### src/rtl/scl_rate_pkg.sv
// Package: shared defaults and the prescale-length formula of the SCL generator.
// Assumes: M is a multiplier term and N an exponent term; the result fits in 32 bits.
package scl_rate_pkg;

    localparam int unsigned DEF_M_W    = 4;
    localparam int unsigned DEF_N_W    = 3;
    localparam int unsigned DEF_PHASES = 10;
    localparam logic [6:0]  DEF_BAUD   = 7'h44;

    // Clocks per tick for a given M and N: (M+1) * 2^(N+1).
    function automatic int unsigned tick_len(input int unsigned m, input int unsigned n);
        return (m + 1) << (n + 1);
    endfunction

endpackage

### src/rtl/scl_baud_store.sv
// Module: holds the software-visible rate code and the copy the counters use.
// Assumes: period_end is a one-cycle pulse at the last tick of a period;
//          the active copy follows the stored code at every cycle while disabled.
module scl_baud_store #(
    parameter int unsigned           FIELD_W = 7,
    parameter logic [FIELD_W-1:0]    RST_VAL = 7'h44
) (
    input  logic               clk,
    input  logic               rst_n,
    input  logic               soft_rst,
    input  logic               enable,
    input  logic               period_end,
    input  logic               wr,
    input  logic [FIELD_W-1:0] wdata,
    output logic [FIELD_W-1:0] field_o,
    output logic [FIELD_W-1:0] active_o
);

    logic [FIELD_W-1:0] field_q;
    logic [FIELD_W-1:0] active_q;

    // Stored code: reset and soft reset restore the default; otherwise a write replaces it.
    always_ff @(posedge clk) begin
        if (!rst_n || soft_rst) begin
            field_q <= RST_VAL;
        end else if (wr) begin
            field_q <= wdata;
        end
    end

    // Active code: reloads only at a period boundary, or at every cycle while disabled.
    always_ff @(posedge clk) begin
        if (!rst_n || soft_rst) begin
            active_q <= RST_VAL;
        end else if (!enable || period_end) begin
            active_q <= field_q;
        end
    end

    assign field_o  = field_q;
    assign active_o = active_q;

endmodule

### src/rtl/scl_prescaler.sv
// Module: first divider stage; emits a one-cycle tick every (M+1)*2^(N+1) clocks.
// Assumes: m and n stay stable between ticks (they come from the active copy).
module scl_prescaler #(
    parameter int unsigned M_W = 4,
    parameter int unsigned N_W = 3
) (
    input  logic           clk,
    input  logic           rst_n,
    input  logic           clr,
    input  logic           enable,
    input  logic [M_W-1:0] m,
    input  logic [N_W-1:0] n,
    output logic           tick
);

    localparam int unsigned CNT_W = M_W + (1 << N_W);

    logic [CNT_W:0]   len;
    logic [CNT_W:0]   limit;
    logic [CNT_W-1:0] cnt_q;
    logic             at_limit;

    // Length and terminal count from M and N.
    always_comb begin
        len   = ({{(CNT_W + 1 - M_W){1'b0}}, m} + 1'b1) << ({1'b0, n} + 1'b1);
        limit = len - 1'b1;
    end

    assign at_limit = ({1'b0, cnt_q} == limit);
    assign tick     = enable && at_limit;

    // Prescale counter: held at zero when disabled or cleared, wraps at the limit.
    always_ff @(posedge clk) begin
        if (!rst_n || clr || !enable) begin
            cnt_q <= '0;
        end else if (at_limit) begin
            cnt_q <= '0;
        end else begin
            cnt_q <= cnt_q + 1'b1;
        end
    end

endmodule

### src/rtl/scl_phase_seq.sv
// Module: second divider stage; counts PHASES ticks per SCL period.
// SCL is high during the first half of the period. Strobes mark the quarter points.
// Assumes: PHASES is even and at least 4; ticks are never on adjacent cycles.
module scl_phase_seq #(
    parameter int unsigned PHASES = 10
) (
    input  logic clk,
    input  logic rst_n,
    input  logic clr,
    input  logic enable,
    input  logic tick,
    output logic scl_o,
    output logic quarter_o,
    output logic period_end_o
);

    localparam int unsigned PH_W = $clog2(PHASES);
    localparam int unsigned HALF = PHASES / 2;
    localparam int unsigned QTR  = HALF / 2;
    localparam int unsigned SLOTS = 1 << PH_W;

    logic [PH_W-1:0]  phase_q;
    logic [PH_W-1:0]  phase_nxt;
    logic             last_phase;
    logic [SLOTS-1:0] qmark;

    // Quarter-point marks: start of each half and QTR ticks into each half.
    for (genvar p = 0; p < SLOTS; p++) begin : g_qmark
        if (p == 0 || p == QTR || p == HALF || p == HALF + QTR) begin : g_on
            assign qmark[p] = 1'b1;
        end else begin : g_off
            assign qmark[p] = 1'b0;
        end
    end

    assign last_phase = (phase_q == PH_W'(PHASES - 1));
    assign phase_nxt  = last_phase ? '0 : phase_q + 1'b1;

    // Phase counter: held at zero when disabled or cleared, advanced by ticks.
    always_ff @(posedge clk) begin
        if (!rst_n || clr || !enable) begin
            phase_q <= '0;
        end else if (tick) begin
            phase_q <= phase_nxt;
        end
    end

    assign scl_o        = (phase_q < PH_W'(HALF));
    assign quarter_o    = tick && qmark[phase_nxt];
    assign period_end_o = tick && last_phase;

endmodule

### src/rtl/scl_rate_gen.sv
// Module: top of the I2C SCL bit-rate generator.
// The rate code carries M in the upper M_W bits and N in the lower N_W bits.
// Assumes: soft_rst is synchronous; enable comes from the controller's enable bit.
module scl_rate_gen
    import scl_rate_pkg::*;
#(
    parameter int unsigned               M_W      = DEF_M_W,
    parameter int unsigned               N_W      = DEF_N_W,
    parameter int unsigned               PHASES   = DEF_PHASES,
    parameter logic [M_W+N_W-1:0]        RST_BAUD = DEF_BAUD
) (
    input  logic               clk,
    input  logic               rst_n,
    input  logic               soft_rst,
    input  logic               enable,
    input  logic               baud_wr,
    input  logic [M_W+N_W-1:0] baud_wdata,
    output logic [M_W+N_W-1:0] baud_field,
    output logic               scl_level,
    output logic               quarter_stb
);

    localparam int unsigned FIELD_W = M_W + N_W;

    logic [FIELD_W-1:0] act_field;
    logic               tick;
    logic               period_end;

    scl_baud_store #(
        .FIELD_W (FIELD_W),
        .RST_VAL (RST_BAUD)
    ) u_store (
        .clk        (clk),
        .rst_n      (rst_n),
        .soft_rst   (soft_rst),
        .enable     (enable),
        .period_end (period_end),
        .wr         (baud_wr),
        .wdata      (baud_wdata),
        .field_o    (baud_field),
        .active_o   (act_field)
    );

    scl_prescaler #(
        .M_W (M_W),
        .N_W (N_W)
    ) u_pre (
        .clk    (clk),
        .rst_n  (rst_n),
        .clr    (soft_rst),
        .enable (enable),
        .m      (act_field[FIELD_W-1:N_W]),
        .n      (act_field[N_W-1:0]),
        .tick   (tick)
    );

    scl_phase_seq #(
        .PHASES (PHASES)
    ) u_seq (
        .clk          (clk),
        .rst_n        (rst_n),
        .clr          (soft_rst),
        .enable       (enable),
        .tick         (tick),
        .scl_o        (scl_level),
        .quarter_o    (quarter_stb),
        .period_end_o (period_end)
    );

endmodule

### config.mk
export PLATFORM = sky130hd
export DESIGN_NAME = scl_rate_gen
export DESIGN_NICKNAME = d
export VERILOG_FILES = /design/src/rtl/scl_rate_pkg.sv /design/src/rtl/scl_baud_store.sv /design/src/rtl/scl_prescaler.sv /design/src/rtl/scl_phase_seq.sv /design/src/rtl/scl_rate_gen.sv
export SDC_FILE = /design/constraint.sdc
export NUM_CORES = 1
export LEC_CHECK = 0
export ABC_AREA = 1
export BUFFER_PORTS_ARGS = -buffer_cell sky130_fd_sc_hd__buf_2
export CORE_MARGIN = 2
export CORE_UTILIZATION = 35
export DETAILED_ROUTE_END_ITERATION = 16
export PLACE_DENSITY = 0.54
export SLEW_MARGIN = 15
export SYNTH_ARGS = -nofsm -noshare
export SYNTH_HDL_FRONTEND = slang
export SYNTH_SLANG_ARGS = --single-unit
### constraint.sdc
create_clock -name clk -period 4.24 [get_ports clk]
set_clock_uncertainty 0.2 [all_clocks]
set_input_delay 0.848 -clock clk [delete_from_list [all_inputs] [get_ports clk]]
set_output_delay 0.848 -clock clk [all_outputs]
set_load 0.01 [all_outputs]
### Word-level counts from Yosys, hierarchy flattened

Memory sizes are Yosys's and may differ from the RTL's.
Cells that the tools add are included.

* equal/unequal tests: 2
* add/subtract/negate cells: 5
* $lt $le $gt $ge: 2
* mux-type cells: 2
* shift operators: 1
* reductions and logical operators: 9

Operators by type and width (count)
* $eq A12 B13 Y1: 1
* $shl A13 B4 Y13: 1
* $sub A13 B1 Y13 const B: 1
* $add A12 B1 Y12 const B: 1
* $add A4 B1 Y5 const B: 1
* $lt A4 B5 Y1 const B: 1
* $add A3 B1 Y4 const B: 1
* $add A4 B1 Y4 const B: 1
* $eq A4 B4 Y1 const B: 1
* $lt A4 B3 Y1 const B: 1
* $mux W4: 1
* $logic_and A1 B1 Y1: 3
* $logic_or A1 B1 Y1: 3
* $logic_not A1 Y1: 2
* $reduce_or A2 Y1: 1
* $mux W1: 1

* ROM bits: 16
* register bits: 30
* memories: 1
* input port bits: 12
* output and inout port bits: 9

Memories
* (name not given): depth 16, width 1, read ports 1, clocked after Yosys merged registers in 0, wr ports 0, RTL line scl_phase_seq.sv:49 `assign quarter_o = tick && qmark[phase_nxt];`

### Logic depth before layout (Yosys ltp)

Gate-level depths: netlist (run 1).

* depth in word-level cells: 7
* depth in mapped cells: 23
* mapped depth without buffers: 23

### Hierarchy

From an unflattened synthesis (run 1), not the netlist that was laid out.

* cell total of the unflattened synthesis: 380
* area total of the unflattened synthesis: 2378.5 µm²

Modules (own cells, without submodules)
* scl_prescaler: area an instance 1555.2 µm², times used 1, cells an instance 263
* scl_baud_store: area an instance 578.1 µm², times used 1, cells an instance 76
* scl_phase_seq: area an instance 245.2 µm², times used 1, cells an instance 41

### Worst setup path after synthesis (run 1)

No wires, ideal clock.

* kind: register to output
* from: register u_store.active_q[1], in the netlist u_store.active_o[1]
* to: output quarter_stb
* path slack: 0.739 ns
* buffers on the path: 0
* data required time: 3.192 ns
* cell stages (with the launch flop): 17
* data arrival time: 2.453 ns
* path through: dfxtp_1 ha_1 inv_1 nand2_1 nand2_4 nor2_8 nand2_1 ha_1 xor2_1 nand3_1 a21oi_1 nand3_1 nor2_1 nand3_1 nor2_2 nand2_1 nor3_1

* word-level cells in the longest chain between the ends: 6

Ends and longest elaborated chain
* from (decl): RTL line scl_baud_store.sv:20 `logic [FIELD_W-1:0] active_q;`
* from (signal assigned): RTL line scl_baud_store.sv:36 `active_q <= field_q;`
* $add A3 B1 Y4: RTL line scl_prescaler.sv:25 `len = ({{(CNT_W + 1 - M_W){1'b0}}, m} + 1'b1) << ({1'b0, n} + 1'b1);`
* $shl A13 B4 Y13: RTL line scl_prescaler.sv:25
* $sub A13 B1 Y13: RTL line scl_prescaler.sv:26 `limit = len - 1'b1;`
* $eq A12 B13 Y1: RTL line scl_prescaler.sv:29 `assign at_limit = ({1'b0, cnt_q} == limit);`
* $logic_and A1 B1 Y1: RTL line scl_prescaler.sv:30 `assign tick = enable && at_limit;`
* $logic_and A1 B1 Y1: RTL line scl_phase_seq.sv:49
* to (decl): RTL line scl_rate_gen.sv:20 `output logic quarter_stb`

No other way between the ends.

### Worst setup path in the final report (run 1)

Ends and elaborated chain as after synthesis.

==> flow_summary.rst, run 1 <==
.. list-table::
   :header-rows: 1

   * - Metric
     - Value
   * - Result of the run
     - finished, final reports clean
   * - Minimum clock period after layout
     - 3990 ps
   * - Type of destination of the critical path
     - output pin
   * - Count of final setup violators
     - 0
   * - Global-route congestion overflow total
     - 0
   * - Cell depth of the worst min-delay path
     - 1
   * - Post-detailed-route wirelength per cell
     - 10.6 um
   * - Number of cells in the finished layout apart from fillers
     - 528
   * - Later-pin clock latency in the skew report
     - 280 ps
   * - Detailed-route wire length
     - 5.62 mm
   * - Fraction of power spent switching nets
     - 31.1%
   * - Clk Tree Root Cell
     - sky130_fd_sc_hd__clkbuf_8
   * - H-Tree Depth
     - 2
   * - Path category of the worst min-delay check
     - register to register
   * - Last weighted congestion value of the routability-driven placer
     - 0.875
   * - Worst flop-to-flop path startpoint
     - u_store.active_o[1]
   * - Hold path start
     - u_pre.cnt_q[0]
   * - Number of cells after detailed placement
     - 519
   * - Cell area after synthesis
     - 0.00248 mm^2
   * - Chip width
     - 88.2 um
   * - TritonCTS clock tree
     - yes
   * - LEAKAGE
     - 1.33 nW
   * - P&R area growth vs syn
     - 13.3%
   * - Cell-internal power
     - 468 uW
   * - Post-Synthesis Cells
     - 409
   * - Detailed-route via count
     - 2455
   * - Residual antenna-violating net count after detailed routing
     - 0
   * - Wire length of the first global-routing pass
     - 9.40 mm
   * - Final Max Slew Viols
     - 0
   * - Number of rows created at floorplan
     - 30
   * - Worst endpoint data arrival time
     - 2940 ps
   * - Fraction of power consumed by combinational cells
     - 24.0%
   * - Placed wire-length estimate after detailed placement
     - 4.53 mm
   * - Transition at the pin with the smallest max-transition slack
     - 493 ps
   * - Antenna diode instance count
     - 0
   * - Pre-Repair DR Iteration Count
     - 4
   * - Layout cells sized above 1
     - 20.6%
   * - Net Count, Synth
     - 425
   * - Number of warnings printed during yosys synthesis
     - 0
   * - Top fanout value on the critical path
     - 12
   * - End point of the most critical hold path
     - u_pre.cnt_q[0]
   * - Power spent charging and discharging nets
     - 211 uW
   * - Count of maximum capacitance violations
     - 0
   * - Net count of the finished layout
     - 449
   * - Routed via count divided by cell count
     - 4.65
   * - DRC
     - 0
   * - Period Utilization, post-route
     - 94.0%
   * - Critical Setup Path Class
     - register to output pin
   * - PortBufs
     - 20
   * - Peak supply drop
     - 0.000246 V
   * - R2R Path End
     - u_store.active_o[5]
   * - Final setup TNS
     - 0 ps
   * - Mean instance size in the synthesized netlist
     - 6.06 um^2
   * - Number of antenna violations at the first check in global routing
     - 0
   * - Total routing resource utilization after global routing
     - 15.4%
   * - Crit path launch type
     - register
   * - FMAX
     - 251 MHz
   * - Maximum count of clock buffers along a single path
     - 2
   * - Number of clock sinks
     - 30
   * - Number of library cell types mapped by synthesis
     - 29
   * - Placeable Area
     - 0.00683 mm^2
   * - Required arrival time at the worst endpoint
     - 3190 ps
   * - Relative slew slack
     - 66.9%
   * - Flops & latches, synth
     - 30
   * - Initial core utilization
     - 36.3%
   * - Top-level I/O count
     - 21
   * - Pwr Density
     - 242 mW/mm^2
   * - Number of global-route vias before repair
     - 2154
   * - Share of total power in the clock network
     - 33.1%
   * - Clock-pin transition on the worst setup and hold timing paths
     - 60 ps
   * - Pin count of the biggest net entering global routing
     - 19
   * - Final Hold Fails
     - 0
   * - Portion of the post-synthesis area used by sequential elements
     - 24.2%
   * - Starting DRC count in detailed routing
     - 135
   * - Chip height
     - 88.2 um
   * - Sequential cell fraction of total power
     - 43.0%
   * - Hold buffer count at CTS
     - 0
   * - Die Outline Area
     - 0.00777 mm^2
   * - Worst R2R Path Depth
     - 18
   * - Clock buffers created by TritonCTS
     - 5
   * - R2R Setup Slk
     - 1230 ps
==> final cells by class <==
type	instances	area, um^2
fill	762	4020
sequential	30	607
clock buffer	6	82.6
timing repair buffer	24	130
tap	96	120
inverter	65	244
multi-input combinational	307	1630
==> critical path, cell delays in order (launching register included) <==
cell and delay, ps:
sky130_fd_sc_hd__dfxtp_4 350, sky130_fd_sc_hd__ha_2 470, sky130_fd_sc_hd__inv_1 160, sky130_fd_sc_hd__nand3_2 150, sky130_fd_sc_hd__nand3_2 90, sky130_fd_sc_hd__nand2_1 140
sky130_fd_sc_hd__inv_2 60, sky130_fd_sc_hd__nand2_2 90, sky130_fd_sc_hd__inv_2 40, sky130_fd_sc_hd__nand2_2 70, sky130_fd_sc_hd__inv_2 40, sky130_fd_sc_hd__nand2_1 50
sky130_fd_sc_hd__nand2_1 50, sky130_fd_sc_hd__nor2_1 100, sky130_fd_sc_hd__nand2_1 60, sky130_fd_sc_hd__nor2_1 100, sky130_fd_sc_hd__nand2_1 120, sky130_fd_sc_hd__nor2_4 190
sky130_fd_sc_hd__nand2_2 90, sky130_fd_sc_hd__nor3_2 110, sky130_fd_sc_hd__buf_2 140
==> kinds of logic after synthesis <==
group | Yosys count | synth area share, %
AOI/OAI and AO/OA | 28 | 5.81
xor gates and xnor gates | 12 | 4.24
DFF | 30 | 24.2
and+or+nand+nor | 263 | 52.1
adders and majority gates | 4 | 2.02
buffers and inverters | 72 | 11.6
==> state kept, by name (all words and copies together), names as in the netlist <==
name              cells
u_pre.cnt_q          12
u_store.active_o      7
u_seq.phase_q         4
u_store.field_o       7
==> routing by layer <==
metal	global-route usage, %	wire length, um	up-vias
met5	0	0	-
li1	-	-	1339
met2	24.8	2590	43
met1	21.0	2790	1069
met3	2.07	192	4
met4	5.65	41	0
==> cells in the mapped netlist <==
master / number / share of area, %
sky130_fd_sc_hd__nor3b_1: 2 / 0.61
sky130_fd_sc_hd__nor2_2: 7 / 1.8
sky130_fd_sc_hd__xor2_1: 11 / 3.9
sky130_fd_sc_hd__nor2_1: 44 / 6.7
sky130_fd_sc_hd__buf_2: 2 / 0.40
sky130_fd_sc_hd__nand4_1: 7 / 1.8
sky130_fd_sc_hd__nor3_1: 8 / 1.6
sky130_fd_sc_hd__inv_1: 52 / 7.9
sky130_fd_sc_hd__nand3_2: 11 / 4.4
sky130_fd_sc_hd__dfxtp_1: 30 / 24
sky130_fd_sc_hd__a21oi_1: 18 / 3.6
sky130_fd_sc_hd__inv_2: 13 / 2.0
sky130_fd_sc_hd__nand2_1: 113 / 17
sky130_fd_sc_hd__clkbuf_1: 2 / 0.30
sky130_fd_sc_hd__nand2_4: 2 / 0.91
sky130_fd_sc_hd__o21ai_2: 1 / 0.35
sky130_fd_sc_hd__o21ai_0: 7 / 1.4
sky130_fd_sc_hd__nor2_8: 2 / 1.6
sky130_fd_sc_hd__nand3b_1: 2 / 0.61
sky130_fd_sc_hd__nand3_1: 50 / 10
sky130_fd_sc_hd__nand2_2: 11 / 2.8
sky130_fd_sc_hd__o21ai_1: 2 / 0.40
sky130_fd_sc_hd__buf_6: 2 / 0.91
sky130_fd_sc_hd__buf_1: 1 / 0.15
sky130_fd_sc_hd__nor2_4: 2 / 0.91
sky130_fd_sc_hd__ha_1: 4 / 2.0
sky130_fd_sc_hd__nand3_4: 1 / 0.71
sky130_fd_sc_hd__xnor2_1: 1 / 0.35
sky130_fd_sc_hd__nor3b_2: 1 / 0.50
==> cell usage in the layout (no fill, tap or decap), types with 4 or more instances in the layout <==
cell type and instances:
sky130_fd_sc_hd__dfxtp_1 27, sky130_fd_sc_hd__inv_2 13, sky130_fd_sc_hd__buf_2 20, sky130_fd_sc_hd__nand2_2 12
sky130_fd_sc_hd__nor2_2 6, sky130_fd_sc_hd__clkbuf_8 6, sky130_fd_sc_hd__nand3_1 50, sky130_fd_sc_hd__nand4_1 7
sky130_fd_sc_hd__nor2_1 43, sky130_fd_sc_hd__nor3_1 7, sky130_fd_sc_hd__inv_1 52, sky130_fd_sc_hd__xor2_1 11
sky130_fd_sc_hd__a21oi_1 18, sky130_fd_sc_hd__nand3_2 11, sky130_fd_sc_hd__o21ai_0 7, sky130_fd_sc_hd__buf_4 4
sky130_fd_sc_hd__nor2_4 4, sky130_fd_sc_hd__nand2_1 112
==> timing repair <==
item | CTS | global route
endpoints found under the hold margin | 0 | 0
gates resized for setup | 0 | 11
endpoints found under the setup margin | 0 | 1
buffers inserted | 0 | 3
==> stage by stage <==
step	setup slack (ps)	instance area [um^2]	total power [mW]	utilization [%]	hold WS (ps)
after floorplan	739	2480	0.424	-	230
after detailed placement	373	2660	0.455	39.0	255
after global placement	480	2660	0.455	39.0	249
after global routing	-37.0	2810	0.724	41.1	281
final	254	2810	0.679	41.1	266
after CTS	49.6	2750	0.684	40.2	264
==> power groups by stage <==
stage               logic, mW  clock network [mW]  registers [mW]
CTS                     0.158               0.234           0.292
floorplan               0.126                   0           0.298
global route            0.185               0.247           0.292
global placement        0.157                   0           0.298
detailed placement      0.157                   0           0.298
finish                  0.163               0.224           0.292
==> worst max-delay path by stage <==
stage | start | endpoint | slack [ps] | depth (start not counted)
6_report | u_store.active_o[1] | quarter_stb | 250 | 20
3_3_place_gp | u_store.active_o[1] | quarter_stb | 480 | 18
2_1_floorplan | u_store.active_o[1] | quarter_stb | 740 | 16
4_1_cts | u_store.active_o[1] | quarter_stb | 50 | 18
5_1_grt | u_store.active_o[1] | quarter_stb | -40 | 18
3_5_place_dp | u_store.active_o[1] | quarter_stb | 370 | 18
Power figures use the tool's default switching activity.
==> run 2: changes to the inputs <==
--- a/config.mk
+++ b/config.mk
@@ -5,7 +5,6 @@
 export SDC_FILE = /design/constraint.sdc
 export NUM_CORES = 1
 export LEC_CHECK = 0
-export ABC_AREA = 1
 export BUFFER_PORTS_ARGS = -buffer_cell sky130_fd_sc_hd__buf_2
 export CORE_MARGIN = 2
 export CORE_UTILIZATION = 35
==> run 2 against run 1 <==
Effect of this change: the flow now finishes with violations (negative setup slack); die area increased by 1.9%; cell count is 15% lower; combinational power down 56%; sequential power is 1% lower; synthesized cell count shrank 26%; first-iteration DRC count decreased by 24%; count of clock-buffer cells in the layout stayed put; sequential cell count unchanged; design area up 14%; non-clock buffer count up 32; largest power group unchanged.
==> flow_summary.rst, run 2 <==
.. list-table::
   :header-rows: 1

   * - Metric
     - Value
   * - Result of the run
     - complete, but fails checks
   * - Violated checks
     - negative setup slack
   * - Residual antenna-violating net count after detailed routing
     - 0
   * - H-Tree Depth
     - 2
   * - Crit path launch type
     - register
   * - Worst R2R Path Depth
     - 15
   * - Last weighted congestion value of the routability-driven placer
     - 0.849
   * - Cell area after synthesis
     - 0.00253 mm^2
   * - Number of clock sinks
     - 30
   * - Period Utilization, post-route
     - 100%
   * - Initial core utilization
     - 36.6%
   * - Final Max Slew Viols
     - 0
   * - Number of rows created at floorplan
     - 30
   * - Post-Synthesis Cells
     - 304
   * - Last element of the critical path
     - quarter_stb
   * - Critical Setup Path Class
     - register to output pin
   * - Commonest non-fill, non-tap cell in the layout
     - sky130_fd_sc_hd__nor2_1
   * - Count of final setup violators
     - 1
   * - Later-pin clock latency in the skew report
     - 280 ps
   * - P&R area growth vs syn
     - 26.8%
   * - Starting DRC count in detailed routing
     - 103
   * - Final setup TNS
     - -8.14 ps
   * - Maximum count of clock buffers along a single path
     - 2
   * - Worst endpoint data arrival time
     - 3200 ps
   * - Net Count, Synth
     - 320
   * - Minimum clock period after layout
     - 4250 ps
   * - Top fanout value on the critical path
     - 22
   * - Leading cell types by count after synthesis
     - sky130_fd_sc_hd__nor2_1, sky130_fd_sc_hd__dfxtp_1, sky130_fd_sc_hd__nand2_1
   * - Final Hold Fails
     - 0
   * - Detailed-route via count
     - 2380
   * - Proportion of register bits with asynchronous set or reset after synthesis
     - 0%
   * - Chip height
     - 89.0 um
   * - Worst path cell trace
     - ha_4 -> buf_12 -> or3b_1 -> o211ai_1 -> nand3_1 -> o21ai_2 -> buf_4 -> nor4_4 -> buf_4 -> mux2i_1 -> nor3b_2 -> nor2_1 -> nor4_1 -> buf_2
   * - DRC
     - 0
   * - Net count of the finished layout
     - 368
   * - Minimum hold slack
     - 267 ps
   * - Launch point of the critical path
     - u_store.active_o[0]
   * - Worst flop-to-flop path startpoint
     - u_store.active_o[0]
   * - Required arrival time at the worst endpoint
     - 3190 ps
   * - Clock-pin transition on the worst setup and hold timing paths
     - 70 ps
   * - Number of library cell types mapped by synthesis
     - 73
   * - Portion of the post-synthesis area used by sequential elements
     - 23.8%
   * - Biggest register
     - u_pre.cnt_q
   * - PortBufs
     - 20
   * - Most instantiated flip-flop cell in the synthesis netlist
     - sky130_fd_sc_hd__dfxtp_1
   * - Wire length of the first global-routing pass
     - 10.3 mm
   * - Post-route setup slack
     - -8.14 ps
   * - Kind of cell with the highest combined delay on the critical path
     - simple AND/OR/NAND/NOR gates
   * - Chip width
     - 89.0 um
   * - Pwr Density
     - 186 mW/mm^2
   * - TritonCTS clock tree
     - yes
   * - Routed via count divided by cell count
     - 5.30
   * - Transition at the pin with the smallest max-transition slack
     - 437 ps
   * - Layout cells sized above 1
     - 33.4%
   * - Routed metal-1 wire length
     - 2.78 mm
   * - FMAX
     - 235 MHz
   * - Path category of the worst min-delay check
     - register to register
   * - Top-count cell post-synth
     - sky130_fd_sc_hd__nor2_1
   * - Top-level I/O count
     - 21
   * - Clk Tree Root Cell
     - sky130_fd_sc_hd__clkbuf_8
   * - Number of cells in the finished layout apart from fillers
     - 449
   * - Synth top area cells
     - sky130_fd_sc_hd__dfxtp_1, sky130_fd_sc_hd__mux2i_1, sky130_fd_sc_hd__nor2_1, sky130_fd_sc_hd__xnor2_1, sky130_fd_sc_hd__nand2_1
   * - Type of destination of the critical path
     - output pin
   * - Count of maximum capacitance violations
     - 0
   * - End-of-flow core utilization
     - 46.4%
   * - Highest signal layer in the routed design
     - met4
   * - LEAKAGE
     - 1.12 nW
   * - Flops & latches, synth
     - 30
   * - Pre-Repair DR Iteration Count
     - 4
   * - Met2 WL
     - 3.05 mm
   * - Slowest CP cell
     - sky130_fd_sc_hd__dfxtp_4
   * - Antenna diode instance count
     - 0
   * - Die Outline Area
     - 0.00792 mm^2
   * - Number of antenna violations at the first check in global routing
     - 0
   * - Post-detailed-route wirelength per cell
     - 14.0 um
   * - DP Worst Slack
     - 8.78 ps
   * - Placed wire-length estimate after detailed placement
     - 4.72 mm
   * - Number of cells after detailed placement
     - 430
   * - Clock buffers created by TritonCTS
     - 5
   * - Number of warnings printed during yosys synthesis
     - 0
   * - Relative slew slack
     - 70.8%
   * - Top cell type by total area after synthesis
     - sky130_fd_sc_hd__dfxtp_1
   * - Unrepaired setup endpoints after global routing
     - yes
   * - Hold buffer count at CTS
     - 0
   * - Detailed-route wire length
     - 6.27 mm
   * - Worst path bufs/invs
     - 4
   * - Number of global-route vias before repair
     - 2246
   * - Leading cell types in the layout, fill and taps excluded
     - sky130_fd_sc_hd__nor2_1, sky130_fd_sc_hd__buf_4, sky130_fd_sc_hd__nand2_1
   * - Number of enable-type register cells in the synthesized netlist
     - 0
   * - CP most frequent cell
     - sky130_fd_sc_hd__buf_4
   * - Cell depth of the worst min-delay path
     - 2
   * - R2R Setup Slk
     - 470 ps
   * - Placeable Area
     - 0.00691 mm^2
   * - Yosys top cell area share
     - 23.8%
   * - Mean instance size in the synthesized netlist
     - 8.31 um^2
   * - Met3 Wirelength
     - 274 um
   * - Pin count of the biggest net entering global routing
     - 23
   * - R2R Path End
     - u_seq.phase_q[1]
   * - Total routing resource utilization after global routing
     - 16.5%
   * - Global-route congestion overflow total
     - 0
   * - Max reg flops
     - 12
   * - Peak supply drop
     - 0.000304 V
   * - CP max stage delay
     - 370 ps
   * - Number of cells on the critical path
     - 14
==> run 2: cell types whose count changed after synthesis, sizes merged, moves of 7 or more <==
cell | before | now
nand2 | 126 | 29
xnor2 | 1 | 15
nand3 | 62 | 19
inv | 65 | 7
nor4 | 0 | 7
a21oi | 18 | 5
mux2i | 0 | 17
nor2 | 55 | 41
==> run 2: logic make-up (layout without fill, tap and decap cells) <==
| family | after synthesis | count (layout) | share of synthesized area, % |
|---|---|---|---|
| buf+inv | 22 | 71 | 5.35 |
| mux | 17 | 17 | 6.73 |
| flops | 30 | 30 | 23.8 |
| fa+ha+maj | 4 | 4 | 1.98 |
| xor+xnor | 25 | 25 | 9.26 |
| simple gates | 147 | 147 | 32.3 |
| compound gates | 59 | 59 | 20.6 |
==> run 2: cell type report <==
cell class	count	area, um^2
Multi-Input combinational cell	252	1950
Tap cell	96	120
Fill cell	697	3700
Inverter	7	26.3
Timing Repair Buffer	56	402
Sequential cell	30	608
Clock inverter	2	12.5
Clock buffer	6	82.6
==> run 2: repair_timing <==
item,CTS,global route
pin swaps,7,16
resized for setup,18,24
setup buffers,8,3
endpoints found under the setup margin,1,1
==> run 2: where the power goes <==
group	internal, mW	switching (mW)
Clock	0.130	0.107
Combinational	0.0328	0.0388
Sequential	0.285	0.00345
==> run 2: worst register-to-register path: cells and delay by family (launching register included) <==
family / cells / cell delay [ps]
compound gates: 5 / 790
xor+xnor: 1 / 140
simple gates: 5 / 1560
buf+inv: 2 / 300
fa+ha+maj: 2 / 340
flops: 1 / 370
==> run 2: worst min path at each step <==
stage / start / end / slack (ps)
floorplan: u_pre.cnt_q[0] / u_pre.cnt_q[0] / 260
global placement: u_store.field_o[4] / u_store.active_o[4] / 270
detailed placement: u_store.field_o[0] / u_store.active_o[0] / 270
CTS: u_store.field_o[0] / u_store.active_o[0] / 270
global route: u_store.field_o[1] / u_store.active_o[1] / 290
finish: u_store.field_o[1] / u_store.active_o[1] / 270
==> run 2: metrics by stage <==
step,power [mW],instance area (um^2)
2_1_floorplan,0.339,2530
6_report,0.597,3210
3_3_place_gp,0.358,2830
3_5_place_dp,0.359,2830
5_1_grt,0.623,3210
4_1_cts,0.602,3060
==> run 2: routing by layer <==
metal  global-route usage [%]  vias to the layer above
met1                     20.8                     1091
met5                        0                        -
met4                     6.65                        0
met3                     2.40                       15
li1                         -                     1216
met2                     28.4                       58
